===== src/rtl/pin_hold_pkg.sv =====
package pin_hold_pkg;

    // Reference ticks per second at the nominal 25 MHz clock (40 ns per tick)
    localparam int unsigned TICKS_PER_SEC = 25_000_000;

    // Register layout of the access port
    localparam int unsigned REG_WIDTH   = 32;
    localparam int unsigned CLR_CMD_BIT = 31;

    // Synchronized level of the measured pin
    typedef enum logic {
        PIN_HELD = 1'b0,
        PIN_FREE = 1'b1
    } pin_level_e;

    // Control word handed from the register port to the counter
    typedef struct packed {
        logic clear;
        logic run;
    } cnt_ctl_t;

    // Convert a whole number of seconds to reference ticks
    function automatic longint unsigned secs_to_ticks(input int unsigned secs);
        return longint'(secs) * longint'(TICKS_PER_SEC);
    endfunction

endpackage


===== src/rtl/pin_hold_sync.sv =====
module pin_hold_sync
    import pin_hold_pkg::*;
#(
    parameter int unsigned STAGES = 2
) (
    input  logic       clk,
    input  logic       rst,
    input  logic       pin_async,
    output pin_level_e level
);

    localparam int unsigned LAST = STAGES - 1;

    logic [STAGES-1:0] chain_q;

    generate
        for (genvar s = 0; s < STAGES; s++) begin : g_stage
            if (s == 0) begin : g_first
                always_ff @(posedge clk) begin
                    if (rst) chain_q[s] <= 1'b1;
                    else     chain_q[s] <= pin_async;
                end
            end else begin : g_next
                always_ff @(posedge clk) begin
                    if (rst) chain_q[s] <= 1'b1;
                    else     chain_q[s] <= chain_q[s-1];
                end
            end
        end
    endgenerate

    assign level = pin_level_e'(chain_q[LAST]);

endmodule


===== src/rtl/pin_hold_regif.sv =====
module pin_hold_regif
    import pin_hold_pkg::*;
#(
    parameter int unsigned CNT_W   = 29,
    parameter int unsigned REG_W   = REG_WIDTH,
    parameter int unsigned CLR_BIT = CLR_CMD_BIT
) (
    input  logic [REG_W-1:0] wr_data,
    input  logic             wr_en,
    input  pin_level_e       level,
    input  logic [CNT_W-1:0] count,
    output cnt_ctl_t         ctl,
    output logic [REG_W-1:0] rd_data
);

    localparam int unsigned PAD_W = REG_W - CNT_W;

    // Write decode: only the command bit carries meaning
    always_comb begin
        ctl.clear = wr_en & wr_data[CLR_BIT];
        ctl.run   = (level == PIN_HELD);
    end

    // Read path: count in the low field, zeros above it
    generate
        if (PAD_W > 0) begin : g_pad
            assign rd_data = {{PAD_W{1'b0}}, count};
        end else begin : g_nopad
            assign rd_data = count[REG_W-1:0];
        end
    endgenerate

endmodule


===== src/rtl/pin_hold_satcnt.sv =====
module pin_hold_satcnt
    import pin_hold_pkg::*;
#(
    parameter int unsigned CNT_W = 29
) (
    input  logic             clk,
    input  logic             rst,
    input  cnt_ctl_t         ctl,
    output logic [CNT_W-1:0] count
);

    localparam logic [CNT_W-1:0] CNT_MAX = '1;

    logic [CNT_W-1:0] count_q;
    logic             at_max;

    assign at_max = (count_q == CNT_MAX);

    always_ff @(posedge clk) begin
        if (rst)                    count_q <= '0;
        else if (ctl.clear)         count_q <= '0;
        else if (ctl.run && !at_max) count_q <= count_q + 1'b1;
    end

    assign count = count_q;

endmodule


===== src/rtl/pin_hold_meter.sv =====
module pin_hold_meter
    import pin_hold_pkg::*;
#(
    parameter int unsigned CNT_W       = 29,
    parameter int unsigned SYNC_STAGES = 2
) (
    input  logic                 clk,
    input  logic                 rst,
    input  logic                 pin_n,
    input  logic                 wr_en,
    input  logic [REG_WIDTH-1:0] wr_data,
    output logic [REG_WIDTH-1:0] rd_data
);

    pin_level_e       sync_level;
    cnt_ctl_t         cnt_ctl;
    logic [CNT_W-1:0] cnt_val;

    pin_hold_sync #(
        .STAGES (SYNC_STAGES)
    ) u_sync (
        .clk       (clk),
        .rst       (rst),
        .pin_async (pin_n),
        .level     (sync_level)
    );

    pin_hold_regif #(
        .CNT_W   (CNT_W),
        .REG_W   (REG_WIDTH),
        .CLR_BIT (CLR_CMD_BIT)
    ) u_regif (
        .wr_data (wr_data),
        .wr_en   (wr_en),
        .level   (sync_level),
        .count   (cnt_val),
        .ctl     (cnt_ctl),
        .rd_data (rd_data)
    );

    pin_hold_satcnt #(
        .CNT_W (CNT_W)
    ) u_cnt (
        .clk   (clk),
        .rst   (rst),
        .ctl   (cnt_ctl),
        .count (cnt_val)
    );

endmodule


===== config.mk =====
export PLATFORM = sky130hd
export DESIGN_NAME = pin_hold_meter
export DESIGN_NICKNAME = d
export VERILOG_FILES = /design/src/rtl/pin_hold_pkg.sv /design/src/rtl/pin_hold_sync.sv /design/src/rtl/pin_hold_regif.sv /design/src/rtl/pin_hold_satcnt.sv /design/src/rtl/pin_hold_meter.sv
export SDC_FILE = /design/constraint.sdc
export NUM_CORES = 1
export LEC_CHECK = 0
export BUFFER_PORTS_ARGS = -buffer_cell sky130_fd_sc_hd__buf_2
export CAP_MARGIN = 20
export CORE_MARGIN = 3
export CORE_UTILIZATION = 51
export CTS_CLUSTER_SIZE = 8
export DETAILED_ROUTE_END_ITERATION = 7
export PLACE_DENSITY = 0.88
export REMOVE_ABC_BUFFERS = 1
export SLEW_MARGIN = 10
export SYNTH_ARGS = -nofsm -noshare
export SYNTH_HDL_FRONTEND = slang
export SYNTH_SLANG_ARGS = --single-unit

===== constraint.sdc =====
create_clock -name clk -period 2.7 [get_ports clk]
set_input_delay 0.675 -clock clk [delete_from_list [all_inputs] [get_ports clk]]
set_output_delay 0.675 -clock clk [all_outputs]
set_load 0.01 [all_outputs]

==> impl_metrics.yaml, run 1 <==
run_status:
  status: "finished, final reports clean"
finish:
  antenna_cells: 0
  multi_input_area_um2: 972
  drive_gt1_frac: 0.256
  n_fill_cell: 279
  design_area_mm2: 0.00190
  area_growth_pct: 14.4
  nNetsFinal: 263
  register_area_um2: 621
sta:
  post-route-period-util: 0.748
  finalSetupViolations: 0
  slew_headroom: 0.552
  max_freq_mhz: 495
  whs_ns: 0.420
  rsz0062_at_grt: "no"
  skew_ns: 0.00713
  period_minus_slack_ns: 2.02
  setup_ws_ns: 0.679
  hold_viol: 0
  worstMarginPinSlew_ns: 0.667
  fin_tns_setup_ns: 0
  final_max_slew_viol_count: 0
yosys:
  ys_types: 44
  syn-mean-instance-area_um2: 8.65
  ys_warn_count: 0
  netlist_instances: 192
  ys_ff_latch: 31
  async_flop_share: 0
  synth_ff_type: "dfxtp_1"
  synth_area_mm2: 0.00166
  seq_area_frac_synth: 0.373
  synth-edff-count: 0
global_route:
  grt_pass1_wl_um: 6020
  grt_pass1_vias: 1368
  grt_max_degree: 21
  antenna_found_initial: 0
  grt_usage: 0.187
  grt_overflow: 0
power:
  p_per_area_mw_per_mm2: 397
  power.leakage_nw: 0.785
  totalPowerFinal_uw: 754
  peakVddDrop_mv: 0.338
clock_tree:
  cts-buffers-inserted: 5
  htree_levels: 2
  cts_repair_resize_count: 0
  cts.clk_slew.worst_paths_ns: 0.10
  cts_tree: "built"
  clock-sinks: 31
  cts_buffer_depth: 2
  insertion_delay_ns: 0.34
  cts_hold_buf: 0
  clock-root-buffer: "clkbuf_4"
  post_cts_buffers: 0
min_path:
  hp-class: "register to register"
  hold_path_depth: 1
  hold_end: "u_sync.level"
  hp-start: "u_sync.chain_q[0]"
drt:
  drt-wirelength-per-cell_um: 13.3
  ant_nets: 0
  drt_first_pass_iters: 4
  wl_um: 3620
  viasPerCell: 5.67
  drtIter0Drc: 72
  drc: 0
  vias: 1537
floorplanning:
  ios: 68
  initial_core_util: 0.540
  fp.dieH_um: 63.1
  die_x_um: 63.1
  core_area_mm2: 0.00308
  rows: 20
  die_area_mm2: 0.00398
placed_design:
  hpwl_um: 2640
  port_buffers: 33
  dpl_cell_area_mm2: 0.00184
  pre_cts_ws_ns: 0.722
  gp_congestion: 0.824
worst_setup_path:
  critPathMaxFanout: 9
  r2r_start: "u_cnt.count[23]"
  worst_setup_path_end_kind: "register"
  max_stage_delay_ns: 0.53
  cp.buffers_inverters: 0
  start_kind: "register"
  r2r_setup_slack_ns: 0.68
  cp.required_ns: 2.90
  r2r_cells: 5
  crit_type: "register to register"
  crit_slowest_cell: "dfxtp_1"
  crit_chain: "nand4_2 -> nor4_4 -> and2_1 -> or3_1 -> a21oi_1"
  r2r_end: "u_cnt.count[13]"
  crit_family: "simple AND/OR/NAND/NOR gates"
  crit_arrival_ns: 2.22
run:
  cap_violations: 0
-- Yosys cell counts, drive strengths merged (4+ instances only) --
| master | n | area (um^2) |
|---|---|---|
| buf | 6 | 46.3 |
| or3 | 4 | 25.0 |
| o21ai | 6 | 30.0 |
| nand2 | 15 | 56.3 |
| dfxtp | 31 | 621 |
| nor2 | 24 | 90.1 |
| xnor2 | 12 | 105 |
| a31oi | 4 | 25.0 |
| nor4 | 8 | 86.3 |
| and4 | 4 | 36.3 |
| clkbuf | 4 | 15.0 |
| nand3 | 16 | 92.6 |
| a21oi | 15 | 75.1 |
| nand4 | 10 | 103 |
| inv | 4 | 15.0 |
-- state kept, by name (all words and copies together), names as in the netlist --
name / count
u_sync.level: 1
u_sync.chain_q: 1
u_cnt.count: 29
-- logic make-up (layout without fill, tap and decap cells) --
family | Yosys count | count (layout) | share of synthesized area
flops | 31 | 31 | 0.373
buf+inv | 14 | 47 | 0.0459
fa+ha+maj | 1 | 1 | 0.00753
simple gates | 95 | 95 | 0.351
compound gates | 37 | 37 | 0.151
other cells | 1 | 3 | 0.00226
xor+xnor | 13 | 13 | 0.0685
-- how the worst max path moves through the flow --
stage,end,slack [ns],start,cells past startpoint
after floorplan,u_cnt.count[21],0.74,u_cnt.count[3],5
final,u_cnt.count[13],0.68,u_cnt.count[23],5
after global placement,u_cnt.count[11],0.73,u_cnt.count[23],5
after detailed placement,u_cnt.count[13],0.72,u_cnt.count[23],5
after global routing,u_cnt.count[13],0.54,u_cnt.count[23],5
after CTS,u_cnt.count[13],0.68,u_cnt.count[23],5
-- cell type report --
class	count	share of cell area
Clock buffer	5	0.0197
Sequential cell	31	0.327
Tap cell	44	0.0290
Inverter	4	0.00790
Timing Repair Buffer	35	0.0948
Multi-Input combinational cell	149	0.512
Clock inverter	3	0.0105
-- report_power, final --
part / internal (mW) / total, mW / switching (mW)
registers: 0.459 / 0.461 / 0.00166
clock network: 0.0992 / 0.267 / 0.168
logic: 0.00779 / 0.0264 / 0.0186
total: 0.566 / 0.754 / 0.188
-- placed cells by master, fill, tap and decap left out, types with 3 or more instances in the layout --
master	n
nand2_1	15
o21ai_0	3
nor3_1	3
and4_1	3
nor4_1	5
nand3_1	15
xnor2_1	12
dfxtp_1	31
nand4_2	4
a31oi_1	4
inv_1	4
or3_1	4
clkbuf_4	5
nand4_1	5
buf_2	33
a21oi_1	15
o21ai_1	3
conb_1	3
nor2_1	24
-- worst reg2reg max path, stage by stage (launching register included) --
cell and delay [ns]:
dfxtp_1 0.53, nand4_2 0.23, nor4_4 0.51, and2_1 0.39, or3_1 0.17, a21oi_1 0.06
-- metrics by stage --
stage          utilization  cells
2_1_floorplan            -    184
3_5_place_dp         0.599    263
4_1_cts              0.617    271
5_1_grt              0.617    271
6_report             0.617    271
3_3_place_gp         0.599    263
-- metal layers --
metal | GRT usage | wire length [um]
met1 | 0.242 | 1690
met2 | 0.287 | 1640
met3 | 0.0410 | 193
met4 | 0.102 | 89
met5 | 0 | 0
Power figures use the tool's default switching activity.
==> run 2: changes to the inputs <==
CORE_UTILIZATION = 48   (was 51)
PLACE_DENSITY = 0.84   (was 0.88)
clock period = 1.9 ns   (was 2.7 ns; I/O delays follow)
==> run 2 against run 1 <==
Sequential share of layout area is 1.8 points lower. Critical path depth increased by 1. Sequential power grew 42%. Worst hold slack worse by 0.11 ns. Combinational power is 70% higher. Clock skew shrank 0.00087 ns. Global-route usage increased by 1.5 points. Utilization up 2.2 points. First-iteration DRC count grew 14%. Fmax grew 12%.
==> impl_metrics.yaml, run 2 (same netlist as run 1, synthesis figures left out) <==
finish:
  multi_input_area_um2: 976
  layout_commonest_cell: "buf_2"
  layout_common_cells: "buf_2, dfxtp_1, nor2_1"
  n_fill_cell: 289
  fin_util: 0.640
  nNetsFinal: 280
  register_area_um2: 627
  drive_gt1_frac: 0.336
  design_area_mm2: 0.00203
  area_growth_pct: 22.4
  antenna_cells: 0
  largest_register_ff_count: 29
sta:
  rsz0062_at_grt: "no"
  max_freq_mhz: 556
  post-route-period-util: 0.947
  finalSetupViolations: 0
  worstMarginPinSlew_ns: 0.501
  slew_headroom: 0.663
  period_minus_slack_ns: 1.80
  setup_ws_ns: 0.101
  skew_ns: 0.00626
  whs_ns: 0.312
  final_max_slew_viol_count: 0
  hold_viol: 0
floorplanning:
  ios: 68
  initial_core_util: 0.523
  die_x_um: 64.8
  fp.dieH_um: 64.8
  rows: 20
  die_area_mm2: 0.00420
  core_area_mm2: 0.00318
clock_tree:
  cts_buffer_depth: 2
  cts.clk_slew.worst_paths_ns: 0.10
  htree_levels: 2
  clock-sinks: 31
  clock-root-buffer: "clkbuf_4"
  insertion_delay_ns: 0.34
  cts-buffers-inserted: 5
  cts_tree: "built"
  cts_hold_buf: 0
power:
  p_per_area_mw_per_mm2: 529
  totalPowerFinal_mw: 1.08
  peakVddDrop_mv: 0.458
  power.leakage_nw: 0.886
global_route:
  grt_pass1_vias: 1439
  grt_overflow: 0
  antenna_found_initial: 0
  grt_usage: 0.201
  grt_pass1_wl_um: 6580
  grt_max_degree: 12
drt:
  wl_um: 3880
  drc: 0
  ant_nets: 0
  vias: 1603
  drt-wirelength-per-cell_um: 13.5
  drt_first_pass_iters: 5
  drtIter0Drc: 82
  viasPerCell: 5.57
placed_design:
  port_buffers: 33
  gp_congestion: 0.845
  dpl_cell_area_mm2: 0.00197
  pre_cts_ws_ns: 0.123
  hpwl_um: 2830
worst_setup_path:
  critPathMaxFanout: 9
  crit_arrival_ns: 2.07
  crit_type: "register to register"
  worstSetupStartpoint: "u_cnt.count[0]"
  start_kind: "register"
  worst_setup_path_end_kind: "register"
  r2r_cells: 6
  cp.required_ns: 2.17
  r2r_start: "u_cnt.count[0]"
  r2r_end: "u_cnt.count[11]"
  crit_end: "u_cnt.count[11]"
  r2r_setup_slack_ns: 0.10
run_status:
  status: "finished, final reports clean"
run:
  cap_violations: 0
min_path:
  hp-class: "input port to register"
==> run 2: how the worst min path moves through the flow <==
| stage | start | end | slack (ns) | cells after the start |
|---|---|---|---|---|
| 2_1_floorplan | u_sync.chain_q[0] | u_sync.level | 0.39 | 1 |
| 6_report | pin_n | u_sync.chain_q[0] | 0.31 | 2 |
| 5_1_grt | pin_n | u_sync.chain_q[0] | 0.32 | 2 |
| 3_3_place_gp | u_sync.chain_q[0] | u_sync.level | 0.39 | 1 |
| 4_1_cts | pin_n | u_sync.chain_q[0] | 0.30 | 2 |
| 3_5_place_dp | u_sync.chain_q[0] | u_sync.level | 0.40 | 1 |
==> run 2: metrics by stage <==
step,TNS [ns],instances
after floorplan,-0.0554,184
after global placement,0,280
after detailed placement,0,280
after CTS,0,288
after global routing,0,288
final,0,288
==> run 2: area by class of cell <==
cell class              count  share of cell area
multi-input cells         149               0.480
flip-flops and latches     31               0.308
repair buffers             52               0.151
well taps                  44              0.0271
clock buffers               5              0.0185
clock inverters             3             0.00738
inverters                   4             0.00738
==> run 2: worst max-delay path: stages (launching register included) <==
cell,delay (ns)
dfxtp_1,0.34
ha_1,0.27
nand4_1,0.16
nor4_4,0.07
and2_2,0.26
or4_1,0.47
a21oi_1,0.16
==> run 2: power breakdown <==
part	internal, mW	total, mW	switching (mW)
sequential	0.652	0.655	0.00235
clock	0.137	0.376	0.239
combinational	0.0171	0.0450	0.0278
total	0.807	1.08	0.269
==> run 2: layer usage <==
metal	vias to the layer above	GRT usage	wire, um
li1	802	-	-
met1	747	0.278	1830
met2	46	0.285	1770
met3	8	0.0659	221
met4	0	0.0844	54
met5	-	0	0
==> run 2: what timing repair did <==
item	in CTS	in global routing
setup endpoints to repair	0	8
setup buffers	0	0
resized for setup	0	8
